--- src/rtl/qsub_pkg.sv ---
package qsub_pkg;
  typedef enum logic [2:0] {
    OP_NONE      = 3'd0,
    OP_ADDR_ONE  = 3'd1,
    OP_ADDR_FREE = 3'd2,
    OP_LEVEL     = 3'd3,
    OP_PEAK      = 3'd4,
    OP_MASK_ON   = 3'd5,
    OP_MASK_OFF  = 3'd6,
    OP_RSVD      = 3'd7
  } qsub_op_e;

  typedef enum logic {
    MTR_LEVEL = 1'b0,
    MTR_PEAK  = 1'b1
  } qsub_mtr_e;

  localparam logic [15:0] CRC_POLY = 16'h1021;
endpackage

--- src/rtl/qsub_crc_gate.sv ---
module qsub_crc_gate #(
  parameter int FRAME_BITS = 80
) (
  input  logic [FRAME_BITS-1:0] frame_i,
  input  logic [15:0]           crc_word_i,
  input  logic                  addr_free_i,
  output logic                  crc_ok_o,
  output logic                  adr_ok_o,
  output logic                  accept_ok_o
);
  import qsub_pkg::*;

  // Serial CRC over the frame, highest bit first, zero preset.
  function automatic logic [15:0] crc_of(input logic [FRAME_BITS-1:0] d);
    logic [15:0] c;
    logic        fb;
    c = '0;
    for (int i = FRAME_BITS - 1; i >= 0; i--) begin
      fb = c[15] ^ d[i];
      c  = {c[14:0], 1'b0} ^ (fb ? CRC_POLY : 16'h0000);
    end
    return c;
  endfunction

  assign crc_ok_o    = (crc_of(frame_i) == ~crc_word_i);
  assign adr_ok_o    = (frame_i[3:0] == 4'd1);
  assign accept_ok_o = crc_ok_o && (addr_free_i || adr_ok_o);
endmodule

--- src/rtl/qsub_meter.sv ---
module qsub_meter #(
  parameter int SAMPLE_W = 16
) (
  input  logic                clk,
  input  logic                rst_n,
  input  logic                smp_valid_i,
  input  logic [SAMPLE_W-1:0] smp_left_i,
  input  logic [SAMPLE_W-1:0] smp_right_i,
  input  logic                cmd_valid_i,
  input  logic [2:0]          cmd_op_i,
  input  logic                read_done_i,
  output logic [SAMPLE_W-1:0] meter_word_o
);
  import qsub_pkg::*;

  localparam int MAG_W = SAMPLE_W - 1;

  // Absolute value with the most negative code limited to full scale.
  function automatic logic [MAG_W-1:0] mag_of(input logic [SAMPLE_W-1:0] s);
    logic [SAMPLE_W-1:0] n;
    n = -s;
    if (!s[SAMPLE_W-1])     return s[MAG_W-1:0];
    else if (n[SAMPLE_W-1]) return '1;
    else                    return n[MAG_W-1:0];
  endfunction

  logic [MAG_W-1:0] lvl_l_q, lvl_r_q, peak_q;
  logic             chan_l_q, mask_q;
  qsub_mtr_e        mode_q;
  qsub_op_e         op;

  logic [MAG_W-1:0] mag_l, mag_r, mag_max;
  assign mag_l   = mag_of(smp_left_i);
  assign mag_r   = mag_of(smp_right_i);
  assign mag_max = (mag_l > mag_r) ? mag_l : mag_r;
  assign op      = qsub_op_e'(cmd_op_i);

  always_ff @(posedge clk or negedge rst_n) begin
    if (!rst_n) begin
      lvl_l_q  <= '0;
      lvl_r_q  <= '0;
      peak_q   <= '0;
      chan_l_q <= 1'b1;
      mask_q   <= 1'b0;
      mode_q   <= MTR_LEVEL;
    end else begin
      if (smp_valid_i) begin
        if (mode_q == MTR_LEVEL) begin
          if (mag_l > lvl_l_q) lvl_l_q <= mag_l;
          if (mag_r > lvl_r_q) lvl_r_q <= mag_r;
        end else if (!mask_q && (mag_max > peak_q)) begin
          peak_q <= mag_max;
        end
      end
      if (read_done_i && (mode_q == MTR_LEVEL)) begin
        if (chan_l_q) lvl_l_q <= '0;
        else          lvl_r_q <= '0;
        chan_l_q <= ~chan_l_q;
      end
      if (cmd_valid_i) begin
        case (op)
          OP_LEVEL:    begin mode_q <= MTR_LEVEL; peak_q <= '0; end
          OP_PEAK:     begin mode_q <= MTR_PEAK; lvl_l_q <= '0; lvl_r_q <= '0; end
          OP_MASK_ON:  mask_q <= 1'b1;
          OP_MASK_OFF: mask_q <= 1'b0;
          default:     ;
        endcase
      end
    end
  end

  assign meter_word_o = (mode_q == MTR_PEAK) ? {1'b0, peak_q}
                      : {chan_l_q, (chan_l_q ? lvl_l_q : lvl_r_q)};

  // a masked peak in steady peak mode never moves.
  p_mask_hold_r8: assert property (@(posedge clk) disable iff (!rst_n)
    (mask_q && $past(mask_q) && mode_q == MTR_PEAK && $past(mode_q) == MTR_PEAK)
      |-> $stable(peak_q));

  // the peak never falls while peak mode is kept.
  p_peak_mono_r7: assert property (@(posedge clk) disable iff (!rst_n)
    (mode_q == MTR_PEAK && $past(mode_q) == MTR_PEAK) |-> (peak_q >= $past(peak_q)));

  // a full level read of the left channel clears it and swaps channel.
  p_lvl_clear_r6: assert property (@(posedge clk) disable iff (!rst_n)
    (read_done_i && mode_q == MTR_LEVEL && chan_l_q) |=> (lvl_l_q == '0 && !chan_l_q));
endmodule

--- src/rtl/qsub_shifter.sv ---
module qsub_shifter #(
  parameter int FRAME_BITS = 80,
  parameter int WORD_W     = 16
) (
  input  logic                  clk,
  input  logic                  rst_n,
  input  logic                  host_clk_i,
  input  logic                  host_rw_i,
  input  logic                  host_cs_n_i,
  input  logic                  host_msb_first_i,
  input  logic                  load_i,
  input  logic [FRAME_BITS-1:0] frame_i,
  input  logic [WORD_W-1:0]     meter_word_i,
  output logic                  frozen_o,
  output logic                  release_o,
  output logic                  read_done_o,
  output logic                  sq_dout_o,
  output logic                  sq_drive_o
);
  localparam int TOTAL = FRAME_BITS + WORD_W;
  localparam int PTR_W = $clog2(TOTAL);
  localparam int OFF_W = $clog2(WORD_W);
  localparam logic [PTR_W-1:0] LAST_POS  = PTR_W'(TOTAL - 1);
  localparam logic [PTR_W-1:0] FRAME_END = PTR_W'(FRAME_BITS);
  localparam logic [OFF_W-1:0] WORD_TOP  = OFF_W'(WORD_W - 1);

  logic [FRAME_BITS-1:0] q_hold;
  logic [WORD_W-1:0]     snap_q;
  logic [PTR_W-1:0]      ptr_q;
  logic                  started_q, hclk_q, rw_q;

  // Named host events for the assertions.
  logic h_fall, rw_fall;
  assign h_fall  = hclk_q && !host_clk_i && !host_cs_n_i;
  assign rw_fall = rw_q && !host_rw_i;

  always_ff @(posedge clk or negedge rst_n) begin
    if (!rst_n) begin
      hclk_q    <= 1'b1;
      rw_q      <= 1'b0;
      started_q <= 1'b0;
      ptr_q     <= '0;
      snap_q    <= '0;
      q_hold    <= '0;
    end else begin
      hclk_q <= host_clk_i;
      rw_q   <= host_rw_i;
      if (load_i) q_hold <= frame_i;
      if (rw_fall) begin
        started_q <= 1'b0;
        ptr_q     <= '0;
      end else if (h_fall) begin
        if (!started_q) begin
          started_q <= 1'b1;
          snap_q    <= meter_word_i;
        end else if (ptr_q != LAST_POS) begin
          ptr_q <= ptr_q + 1'b1;
        end
      end
    end
  end

  logic [PTR_W-1:0] base, idx;
  logic [2:0]       pos;
  logic [OFF_W-1:0] off;
  logic             bit_sel;

  always_comb begin
    base    = {ptr_q[PTR_W-1:3], 3'b000};
    pos     = ptr_q[2:0];
    off     = OFF_W'(ptr_q - FRAME_END);
    idx     = host_msb_first_i ? (base | PTR_W'(3'd7 - pos)) : (base | PTR_W'(pos));
    if (ptr_q < FRAME_END) bit_sel = q_hold[idx];
    else                   bit_sel = snap_q[host_msb_first_i ? (WORD_TOP - off) : off];
  end

  assign frozen_o    = started_q;
  assign release_o   = rw_fall;
  assign read_done_o = rw_fall && started_q && (ptr_q == LAST_POS);
  assign sq_drive_o  = !host_cs_n_i;
  assign sq_dout_o   = host_cs_n_i ? 1'b0 : bit_sel;

  // a frozen register keeps its contents.
  p_hold_frozen_r3: assert property (@(posedge clk) disable iff (!rst_n)
    (started_q && $past(started_q)) |-> $stable(q_hold));

  // each falling host edge inside a read advances one position.
  p_ptr_step_r4: assert property (@(posedge clk) disable iff (!rst_n)
    (h_fall && started_q && ptr_q != LAST_POS && !rw_fall)
      |=> (ptr_q == $past(ptr_q) + PTR_W'(1)));

  // the position never passes the last bit.
  p_ptr_range_r4: assert property (@(posedge clk) disable iff (!rst_n)
    ptr_q <= LAST_POS);

  // the meter word being read stays put during a read.
  p_snap_stable_r11: assert property (@(posedge clk) disable iff (!rst_n)
    (started_q && $past(started_q)) |-> $stable(snap_q));
endmodule

--- src/rtl/qsub_readout.sv ---
module qsub_readout #(
  parameter int FRAME_BITS = 80,
  parameter int SAMPLE_W   = 16
) (
  input  logic                  clk,
  input  logic                  rst_n,
  input  logic                  frame_valid_i,
  input  logic [FRAME_BITS-1:0] frame_bits_i,
  input  logic [15:0]           frame_crc_i,
  input  logic                  cmd_valid_i,
  input  logic [2:0]            cmd_op_i,
  input  logic                  smp_valid_i,
  input  logic [SAMPLE_W-1:0]   smp_left_i,
  input  logic [SAMPLE_W-1:0]   smp_right_i,
  input  logic                  host_clk_i,
  input  logic                  host_rw_i,
  input  logic                  host_cs_n_i,
  input  logic                  host_msb_first_i,
  output logic                  q_ready_o,
  output logic                  sq_dout_o,
  output logic                  sq_drive_o
);
  import qsub_pkg::*;

  logic addr_free_q, ready_q;
  logic crc_ok, adr_ok, accept_ok;
  logic frozen, release_ev, read_done, load;
  logic [SAMPLE_W-1:0] meter_word;

  assign load = frame_valid_i && !frozen;

  qsub_crc_gate #(.FRAME_BITS(FRAME_BITS)) u_gate (
    .frame_i     (frame_bits_i),
    .crc_word_i  (frame_crc_i),
    .addr_free_i (addr_free_q),
    .crc_ok_o    (crc_ok),
    .adr_ok_o    (adr_ok),
    .accept_ok_o (accept_ok)
  );

  qsub_meter #(.SAMPLE_W(SAMPLE_W)) u_meter (
    .clk          (clk),
    .rst_n        (rst_n),
    .smp_valid_i  (smp_valid_i),
    .smp_left_i   (smp_left_i),
    .smp_right_i  (smp_right_i),
    .cmd_valid_i  (cmd_valid_i),
    .cmd_op_i     (cmd_op_i),
    .read_done_i  (read_done),
    .meter_word_o (meter_word)
  );

  qsub_shifter #(.FRAME_BITS(FRAME_BITS), .WORD_W(SAMPLE_W)) u_shift (
    .clk              (clk),
    .rst_n            (rst_n),
    .host_clk_i       (host_clk_i),
    .host_rw_i        (host_rw_i),
    .host_cs_n_i      (host_cs_n_i),
    .host_msb_first_i (host_msb_first_i),
    .load_i           (load),
    .frame_i          (frame_bits_i),
    .meter_word_i     (meter_word),
    .frozen_o         (frozen),
    .release_o        (release_ev),
    .read_done_o      (read_done),
    .sq_dout_o        (sq_dout_o),
    .sq_drive_o       (sq_drive_o)
  );

  always_ff @(posedge clk or negedge rst_n) begin
    if (!rst_n) begin
      addr_free_q <= 1'b0;
      ready_q     <= 1'b0;
    end else begin
      if (cmd_valid_i && cmd_op_i == OP_ADDR_FREE) addr_free_q <= 1'b1;
      if (cmd_valid_i && cmd_op_i == OP_ADDR_ONE)  addr_free_q <= 1'b0;
      if (load)            ready_q <= accept_ok;
      else if (release_ev) ready_q <= 1'b0;
    end
  end

  assign q_ready_o = ready_q;

  // the flag only rises on a frame strobe, and only for a passing check.
  p_ready_src_r1: assert property (@(posedge clk) disable iff (!rst_n)
    $rose(ready_q) |-> ($past(frame_valid_i) && $past(crc_ok)));

  // with the address check active, a raised flag implies address 1.
  p_ready_adr_r2: assert property (@(posedge clk) disable iff (!rst_n)
    ($rose(ready_q) && !$past(addr_free_q)) |-> $past(adr_ok));

  // the flag is frozen together with the register.
  p_ready_frozen_r3: assert property (@(posedge clk) disable iff (!rst_n)
    (frozen && $past(frozen)) |-> $stable(ready_q));
endmodule

--- config.mk ---
export PLATFORM = sky130hd
export DESIGN_NAME = qsub_readout
export DESIGN_NICKNAME = d
export VERILOG_FILES = /design/src/rtl/qsub_pkg.sv /design/src/rtl/qsub_crc_gate.sv /design/src/rtl/qsub_meter.sv /design/src/rtl/qsub_shifter.sv /design/src/rtl/qsub_readout.sv
export SDC_FILE = /design/constraint.sdc
export NUM_CORES = 1
export LEC_CHECK = 0
export BUFFER_PORTS_ARGS = -buffer_cell sky130_fd_sc_hd__buf_2
export CORE_MARGIN = 2
export CORE_UTILIZATION = 35
export DETAILED_ROUTE_END_ITERATION = 7
export GPL_ROUTABILITY_DRIVEN = 0
export PLACE_DENSITY = 0.6
export SYNTH_ARGS = -nofsm -noshare
export SYNTH_HDL_FRONTEND = slang
export SYNTH_SLANG_ARGS = --single-unit
export TNS_END_PERCENT = 10
--- constraint.sdc ---
create_clock -name clk -period 4.92 [get_ports clk]
set_input_delay 0.984 -clock clk [delete_from_list [all_inputs] [get_ports clk]]
set_output_delay 0.984 -clock clk [all_outputs]
set_load 0.02 [all_outputs]
==> impl_metrics.ini, run 1 <==
[yosys]
yosysSeqAreaShare = 0.306
syn-num-nets = 1346
ys_ff_latch = 156
netlist_top_cells_count = dfrtp_1, xnor2_1, mux2_2
yosys.area.top_type_share = 0.301
syn_avg_cell_area_um2 = 11.2
synthArstFlopShare = 1.00
yosys-top-cells-area = dfrtp_1, mux2_2, xnor2_1
yosysMostFrequentCell = dfrtp_1
syn-cell-area_um2 = 12800
synth_warnings = 0
yosysTopAreaCell = dfrtp_1
ys.flop_type = dfrtp_1
synth_cells = 1143
synth-edff-count = 0
synth_cell_types = 59

[place]
portBuffers = 142
place_hpwl_um = 28400

[finish]
multi_input_area_um2 = 8750
seq_area_um2 = 3910
fin_nets = 1747
area_growth_pct = 33.1
n_fill_cell = 3411
drive_above_1_share = 0.437

[worst_setup_path]
path_max_fanout = 7
cp-end-kind = flop
worst_ep_arrival_time_ns = 7.25
cp.required_ns = 5.18
start_kind = input pin
cp_slowest_stage_delay_ns = 0.42
critPathBufInv = 6
path_delay_family = simple AND/OR/NAND/NOR gates
cp_common_cell = or3_1
crit_type = in2reg
slowest_stage = or3_4

[timing]
finalCritPeriodShare = 1.42
setup_viol = 31
hold_ws_ns = 0.476
rsz0062_at_grt = true
fmax_mhz = 143
clock_skew_ns = 0.00835
hold_viol_final = 0
relSlewSlack = 0.210
min_period_ns = 6.99
fin_ws_ns = -2.07
tightest_slew_ns = 1.18
slew_viol_final = 0

[floorplanning]
die-area_um2 = 38100
row_count = 70
die_h_um = 195
die_w_um = 195
ios = 143
core_um2 = 36300
start_util = 0.353

[grt]
grt_util_all_layers = 0.191
grt_max_degree = 94
overflow = 0
grt_pass1_wl_um = 56300
antenna_found_initial = 2
grt_pass1_vias = 10200

[route]
drtPass1Iterations = 5
ant_nets = 0
vias_per_cell = 4.88
vias = 9884
wl_um = 35700
drt_iter0_drc = 388
post-route-drc-count = 0
wl_per_cell_um = 17.6

[cts]
h-tree-depth = 4
clock-sinks = 156
clk_latency_ns = 0.43
clk_pin_slew_worst_paths_ns = 0.06
clock-root-buffer = clkbuf_16
cts_tree = done
cts_buffers = 17
postCtsHoldBufs = 0
clockBufferDepth = 2

[flow_run]
cap_violations = 0

[status]
violations = negative setup slack
outcome = finished, violations left

[worst_hold_path]
hold_class = reg2reg
[repair_timing]
action	4_1_cts	5_1_grt
gates resized for setup	32	27
setup endpoints to repair	33	46
pin swaps	25	13
setup buffers	30	4
[logic make-up (layout without fill, tap and decap cells)]
| kind of cell | Yosys count | in the layout | synth area share |
|---|---|---|---|
| multiplexers | 169 | 169 | 0.172 |
| adder cells (fa/ha/maj) | 63 | 63 | 0.0617 |
| buffers and inverters | 118 | 530 | 0.0377 |
| flip-flops | 156 | 156 | 0.306 |
| XOR/XNOR | 249 | 249 | 0.260 |
| other | 0 | 2 | 0 |
| AO/OA/AOI/OAI | 168 | 168 | 0.0825 |
| AND/OR/NAND/NOR | 220 | 220 | 0.0805 |
[worst register-to-register path, stage by stage, from the launching register on]
cell and delay, ns:
dfrtp_1 0.43, inv_1 0.07, ha_1 0.30, nor2b_1 0.13
o21a_1 0.16, o21a_1 0.16, o21a_1 0.16, o21a_1 0.16
o21a_1 0.16, o21a_1 0.16, o21a_1 0.17, o21a_1 0.16
o21a_1 0.16, o21bai_1 0.15, a21oi_2 0.10, buf_12 0.18
a311oi_1 0.27
[stage by stage]
stage | setup WS [ns] | setup TNS (ns) | std cells | area, um^2 | util
floorplan | -2.36 | -54.48 | 1143 | 12900 | -
detailed placement | -2.68 | -63.57 | 1959 | 15900 | 0.439
finish | -2.07 | -61.21 | 2025 | 17000 | 0.469
global route | -2.40 | -71.31 | 2024 | 17000 | 0.469
CTS | -2.02 | -58.61 | 2019 | 16900 | 0.465
global placement | -2.51 | -59.21 | 1959 | 15900 | 0.439
[sequential cells by signal (all words and copies together), names as in the netlist]
name,flops
u_shift.hclk_q,1
u_shift.ptr_q,7
u_shift.frozen_o,1
u_shift.snap_q,16
u_meter.mode_q,1
u_meter.peak_q,15
u_meter.mask_q,1
q_ready_o,1
u_meter.chan_l_q,1
u_meter.lvl_l_q,15
u_shift.q_hold,80
addr_free_q,1
u_shift.rw_q,1
u_meter.lvl_r_q,15
[layout make-up]
class / instances / area share
Clock inverter: 10 / 0.00559
Multi-Input combinational cell: 869 / 0.514
Timing Repair Buffer: 428 / 0.175
Antenna cell: 2 / 0.000294
Tap cell: 468 / 0.0344
Sequential cell: 156 / 0.229
Inverter: 72 / 0.0159
Clock buffer: 20 / 0.0257
[routing by layer]
| layer | global-route usage | vias to the layer above | share of wire |
|---|---|---|---|
| li1 | - | 4847 | - |
| met1 | 0.256 | 4795 | 0.46 |
| met2 | 0.315 | 201 | 0.48 |
| met3 | 0.0306 | 41 | 0.036 |
| met4 | 0.0659 | 0 | 0.027 |
| met5 | 0 | - | 0 |
[layout by cell type, fill, tap and decap left out, types with 32 or more instances in the layout]
cell / n
nand2_1: 49
xor2_1: 63
a21oi_1: 32
mux2_2: 92
mux2i_1: 41
xnor2_1: 98
o21ai_0: 45
buf_4: 273
ha_1: 58
nor2_1: 84
buf_2: 138
dfrtp_1: 154
inv_1: 71
[final timing paths]
path	end	slack, ns	cells after the start	start
max in group asynchronous	u_meter.chan_l_q	3.32	2	rst_n
worst max-delay path	u_meter.peak_q[12]	-2.07	34	smp_right_i[0]
worst min-delay path	u_shift.snap_q[8]	0.48	2	u_shift.snap_q[8]
worst min register to register	u_shift.snap_q[8]	0.48	2	u_shift.snap_q[8]
min in group asynchronous	u_shift.q_hold[59]	0.62	1	rst_n
worst max register to register	u_meter.lvl_l_q[10]	1.72	16	u_meter.lvl_l_q[1]
Power of run 1 is not shown: default switching activity piles up to over one toggle a cycle in this logic, so the estimate is an artifact.
==> inputs of run 2 (changes only) <==
- SKIP_CTS_REPAIR_TIMING: unset -> 1
==> run 2 against run 1 <==
  * The flow still finishes with violations (negative setup slack)
  * Count of clock-buffer cells in the layout did not move
  * Via count fell by 0.68%
  * Sequential share of layout area rose by 0.27 points
  * Cell count fell by 1.2%
  * Critical endpoint is now u_meter.peak_q[3]
==> impl_metrics.ini, run 2 (synthesis gave the netlist of run 1 again) <==
[status]
outcome = finished, violations left
violations = negative setup slack

[worst_setup_path]
cp.required_ns = 5.19
crit_type = in2reg
cp_common_cell = or3_4
slowest_stage = or3_4
path_max_fanout = 8
cp_slowest_stage_delay_ns = 0.42
cp-end-kind = flop
worst_ep_arrival_time_ns = 7.28
start_kind = input pin

[cts]
clockBufferDepth = 2
cts_buffers = 17
clock-root-buffer = clkbuf_16
cts_tree = done
clk_pin_slew_worst_paths_ns = 0.06
clk_latency_ns = 0.44
clock-sinks = 156
h-tree-depth = 4

[timing]
fmax_mhz = 143
finalCritPeriodShare = 1.43
rsz0062_at_grt = true
relSlewSlack = 0.202
slew_viol_final = 0
fin_ws_ns = -2.09
min_period_ns = 7.01
clock_skew_ns = 0.00789
setup_viol = 31
tightest_slew_ns = 1.19
hold_viol_final = 0

[finish]
largest_register_ff_count = 80
fin_nets = 1721
final_cell_mix = buf_4, dfrtp_1, buf_2
n_fill_cell = 3428
fin_cells = 2000
registers.top_by_ff_count = u_shift.q_hold
utilization = 0.464
drive_above_1_share = 0.427
area_growth_pct = 31.6
final_common_cell = buf_4
finalInstanceArea_um2 = 16800
largestRegisters = u_shift.q_hold (80), u_shift.snap_q (16)

[route]
ant_nets = 0
wl_um = 35300
drt_iter0_drc = 388
wl_per_cell_um = 17.6
post-route-drc-count = 0
vias_per_cell = 4.91
drtPass1Iterations = 5
vias = 9817

[worst_hold_path]
hold_class = reg2reg

[floorplanning]
die_h_um = 195
start_util = 0.353
row_count = 70
core_um2 = 36300
die-area_um2 = 38100
ios = 143
die_w_um = 195

[grt]
grt_util_all_layers = 0.188
overflow = 0
grt_max_degree = 94
antenna_found_initial = 2
grt_pass1_wl_um = 55400
grt_pass1_vias = 10000

[place]
place_area_um2 = 15900
dp_slack_ns = -2.68
place_hpwl_um = 28400
portBuffers = 142
dp.cells = 1959

[flow_run]
cap_violations = 0
run 2: cell types whose count changed in the layout (fill, tap and decap cells not counted), moves of 2 or more:
| cell | previous run | this run |
|---|---|---|
| o21ai_0 | 45 | 43 |
| buf_4 | 273 | 248 |
| or3_1 | 6 | 4 |
| o21ai_1 | 9 | 11 |
| or3_4 | 5 | 7 |
| buf_6 | 12 | 9 |
run 2: stage by stage:
step / TNS (ns) / hold WS (ns)
after floorplan: -54.48 / 0.443
after global placement: -59.21 / 0.456
after detailed placement: -63.57 / 0.468
after CTS: -43.73 / 0.483
after global routing: -47.87 / 0.507
final: -39.34 / 0.476
run 2: layer usage:
layer  routed length [um]  share of wire  track usage
met1                16100           0.46        0.254
met2                16900           0.48        0.307
met4                  939          0.027       0.0647
met3                 1350          0.038       0.0309
met5                    0              0            0
run 2: worst max-delay path: cells and delay by family:
family	cells	cell delay, ns
and+or+nand+nor	15	3.20
muxes	2	0.49
AOI/OAI and AO/OA	10	1.41
adders and majority gates	3	0.59
buffers and inverters	6	0.59
run 2: worst paths after layout:
| check | end | slack (ns) | depth (start not counted) | startpoint |
|---|---|---|---|---|
| worst max-delay path | u_meter.peak_q[3] | -2.09 | 36 | smp_right_i[0] |
| worst min-delay path | u_shift.snap_q[8] | 0.48 | 2 | u_shift.snap_q[8] |
| worst max register to register | u_meter.lvl_l_q[10] | 1.73 | 16 | u_meter.lvl_l_q[1] |
| worst min register to register | u_shift.snap_q[8] | 0.48 | 2 | u_shift.snap_q[8] |
| max in group asynchronous | u_meter.chan_l_q | 3.33 | 2 | rst_n |
| min in group asynchronous | u_shift.q_hold[59] | 0.63 | 1 | rst_n |
run 2: cell type report:
type / instances / area, um^2 / area share
Clock inverter: 10 / 95.1 / 0.00565
Inverter: 72 / 270 / 0.0161
Multi-Input combinational cell: 869 / 8750 / 0.520
Sequential cell: 156 / 3910 / 0.232
Tap cell: 468 / 586 / 0.0348
Clock buffer: 20 / 437 / 0.0260
Antenna cell: 3 / 7.51 / 0.000446
Timing Repair Buffer: 402 / 2770 / 0.164
Power of run 2 is left out for the same reason.
==> inputs of run 3 (changes only) <==
- CORE_UTILIZATION: 35 -> 55
- CTS_BUF_LIST: unset -> sky130_fd_sc_hd__clkbuf_4 sky130_fd_sc_hd__clkbuf_8
- PLACE_DENSITY: 0.6 -> 0.84
==> run 3 against run 2 <==
  * The flow still finishes with violations (negative setup slack)
  * Sequential cell count unchanged
  * Cell area decreased by 1.5%
  * Worst setup slack got worse by 0.17 ns
  * Global-route usage increased by 12 points
  * Cell count decreased by 9.0%
  * Largest cell class unchanged
==> impl_metrics.ini, run 3 (synthesis gave the netlist of run 1 again) <==
[status]
outcome = finished, violations left
violations = negative setup slack

[grt]
overflow = 0
grt_pass1_vias = 11000
grt_util_all_layers = 0.306
antenna_found_initial = 1
grt_pass1_wl_um = 57700
grt_max_degree = 104

[route]
ant_nets = 0
wl_per_cell_um = 21.5
wl_um = 39100
drt_iter0_drc = 988
post-route-drc-count = 0
drtPass1Iterations = 6
vias_per_cell = 5.96
vias = 10800

[worst_setup_path]
worstReg2RegEnd = u_meter.lvl_r_q[4]
setup.worst_path.start = smp_right_i[2]
reg2reg_from = u_shift.ptr_q[3]
slowest_stage = or4_4
cp_slowest_stage_delay_ns = 0.55
start_kind = input pin
worst-r2r-setup-slack_ns = 1.54
cp_num_cells = 41
cp.required_ns = 5.31
path_delay_family = simple AND/OR/NAND/NOR gates
cp-end-kind = flop
critPathCapture = u_meter.peak_q[0]
path_max_fanout = 7
critPathBufInv = 4
crit_type = in2reg
worst_r2r_path_depth = 6
worst_ep_arrival_time_ns = 7.58

[floorplanning]
row_count = 55
core_um2 = 22700
ios = 143
die_w_um = 156
die_h_um = 156
die-area_um2 = 24500
start_util = 0.563

[timing]
tightest_slew_ns = 1.35
finalCritPeriodShare = 1.46
min_period_ns = 7.18
hold_ws_ns = 0.494
slew_viol_final = 0
hold_viol_final = 0
fmax_mhz = 139
rsz0062_at_grt = true
clock_skew_ns = 0.0168
setup_viol = 31
fin_ws_ns = -2.26
relSlewSlack = 0.0951

[finish]
fin_nets = 1721
area_growth_pct = 29.7
final_cell_mix = buf_4, dfrtp_1, buf_2
largest_register_ff_count = 80
final_common_cell = buf_4
largestRegisters = u_shift.q_hold (80), u_shift.snap_q (16)
utilization = 0.730
registers.top_by_ff_count = u_shift.q_hold
drive_above_1_share = 0.444
fin_cells = 1819

[cts]
cts_buffers = 17
clk_latency_ns = 0.48
h-tree-depth = 4
clock-sinks = 156
clockBufferDepth = 2
clk_pin_slew_worst_paths_ns = 0.08
cts_tree = done
clock-root-buffer = clkbuf_8

[place]
place_hpwl_um = 28500
dp.cells = 1772
portBuffers = 142

[worst_hold_path]
hold_class = reg2reg

[flow_run]
cap_violations = 0
-- run 3: cell types whose count changed in the layout (fill, tap and decap cells not counted), moves of 4 or more --
cell       delta
a21oi_2       +4
xnor2_2       +5
xnor2_1       -4
clkbuf_8     +18
a21oi_1       -4
clkbuf_16    -16
-- run 3: stage by stage --
stage / TNS, ns / area [um^2] / setup WS (ns)
finish: -43.09 / 16600 / -2.26
global route: -50.88 / 16600 / -2.48
CTS: -45.13 / 16100 / -2.26
detailed placement: -66.29 / 15700 / -2.69
global placement: -59.92 / 15700 / -2.48
floorplan: -54.48 / 12900 / -2.36
-- run 3: tightest hold or removal path, stage by stage (launching register included) --
cell     delay, ns
dfrtp_1       0.35
nand2_1       0.05
o21ai_0       0.06
-- run 3: how the worst min path moves through the flow --
stage          slack [ns]                  to               start  cells past startpoint
2_1_floorplan        0.44  u_shift.snap_q[15]  u_shift.snap_q[15]                      2
3_3_place_gp         0.46   u_shift.snap_q[6]   u_shift.snap_q[6]                      2
3_5_place_dp         0.48   u_shift.snap_q[0]   u_shift.snap_q[0]                      2
4_1_cts              0.50   u_shift.snap_q[0]   u_shift.snap_q[0]                      2
5_1_grt              0.52   u_shift.snap_q[5]   u_shift.snap_q[5]                      2
6_report             0.49   u_shift.snap_q[9]   u_shift.snap_q[9]                      2
-- run 3: routing by layer --
| metal | routed length, um | vias up | global-route usage |
|---|---|---|---|
| met4 | 1890 | 0 | 0.142 |
| met3 | 2760 | 153 | 0.0438 |
| li1 | - | 4779 | - |
| met1 | 14800 | 5302 | 0.378 |
| met2 | 19700 | 614 | 0.533 |
| met5 | 0 | - | 0 |
-- run 3: layout make-up --
type / instances / area (um^2)
Multi-Input combinational cell: 869 / 8860
Fill cell: 1347 / 6130
Sequential cell: 156 / 3910
Timing Repair Buffer: 402 / 2760
Tap cell: 285 / 357
Clock buffer: 22 / 278
Inverter: 72 / 275
Clock inverter: 10 / 141
Antenna cell: 3 / 7.51
Power of run 3 is left out for the same reason.
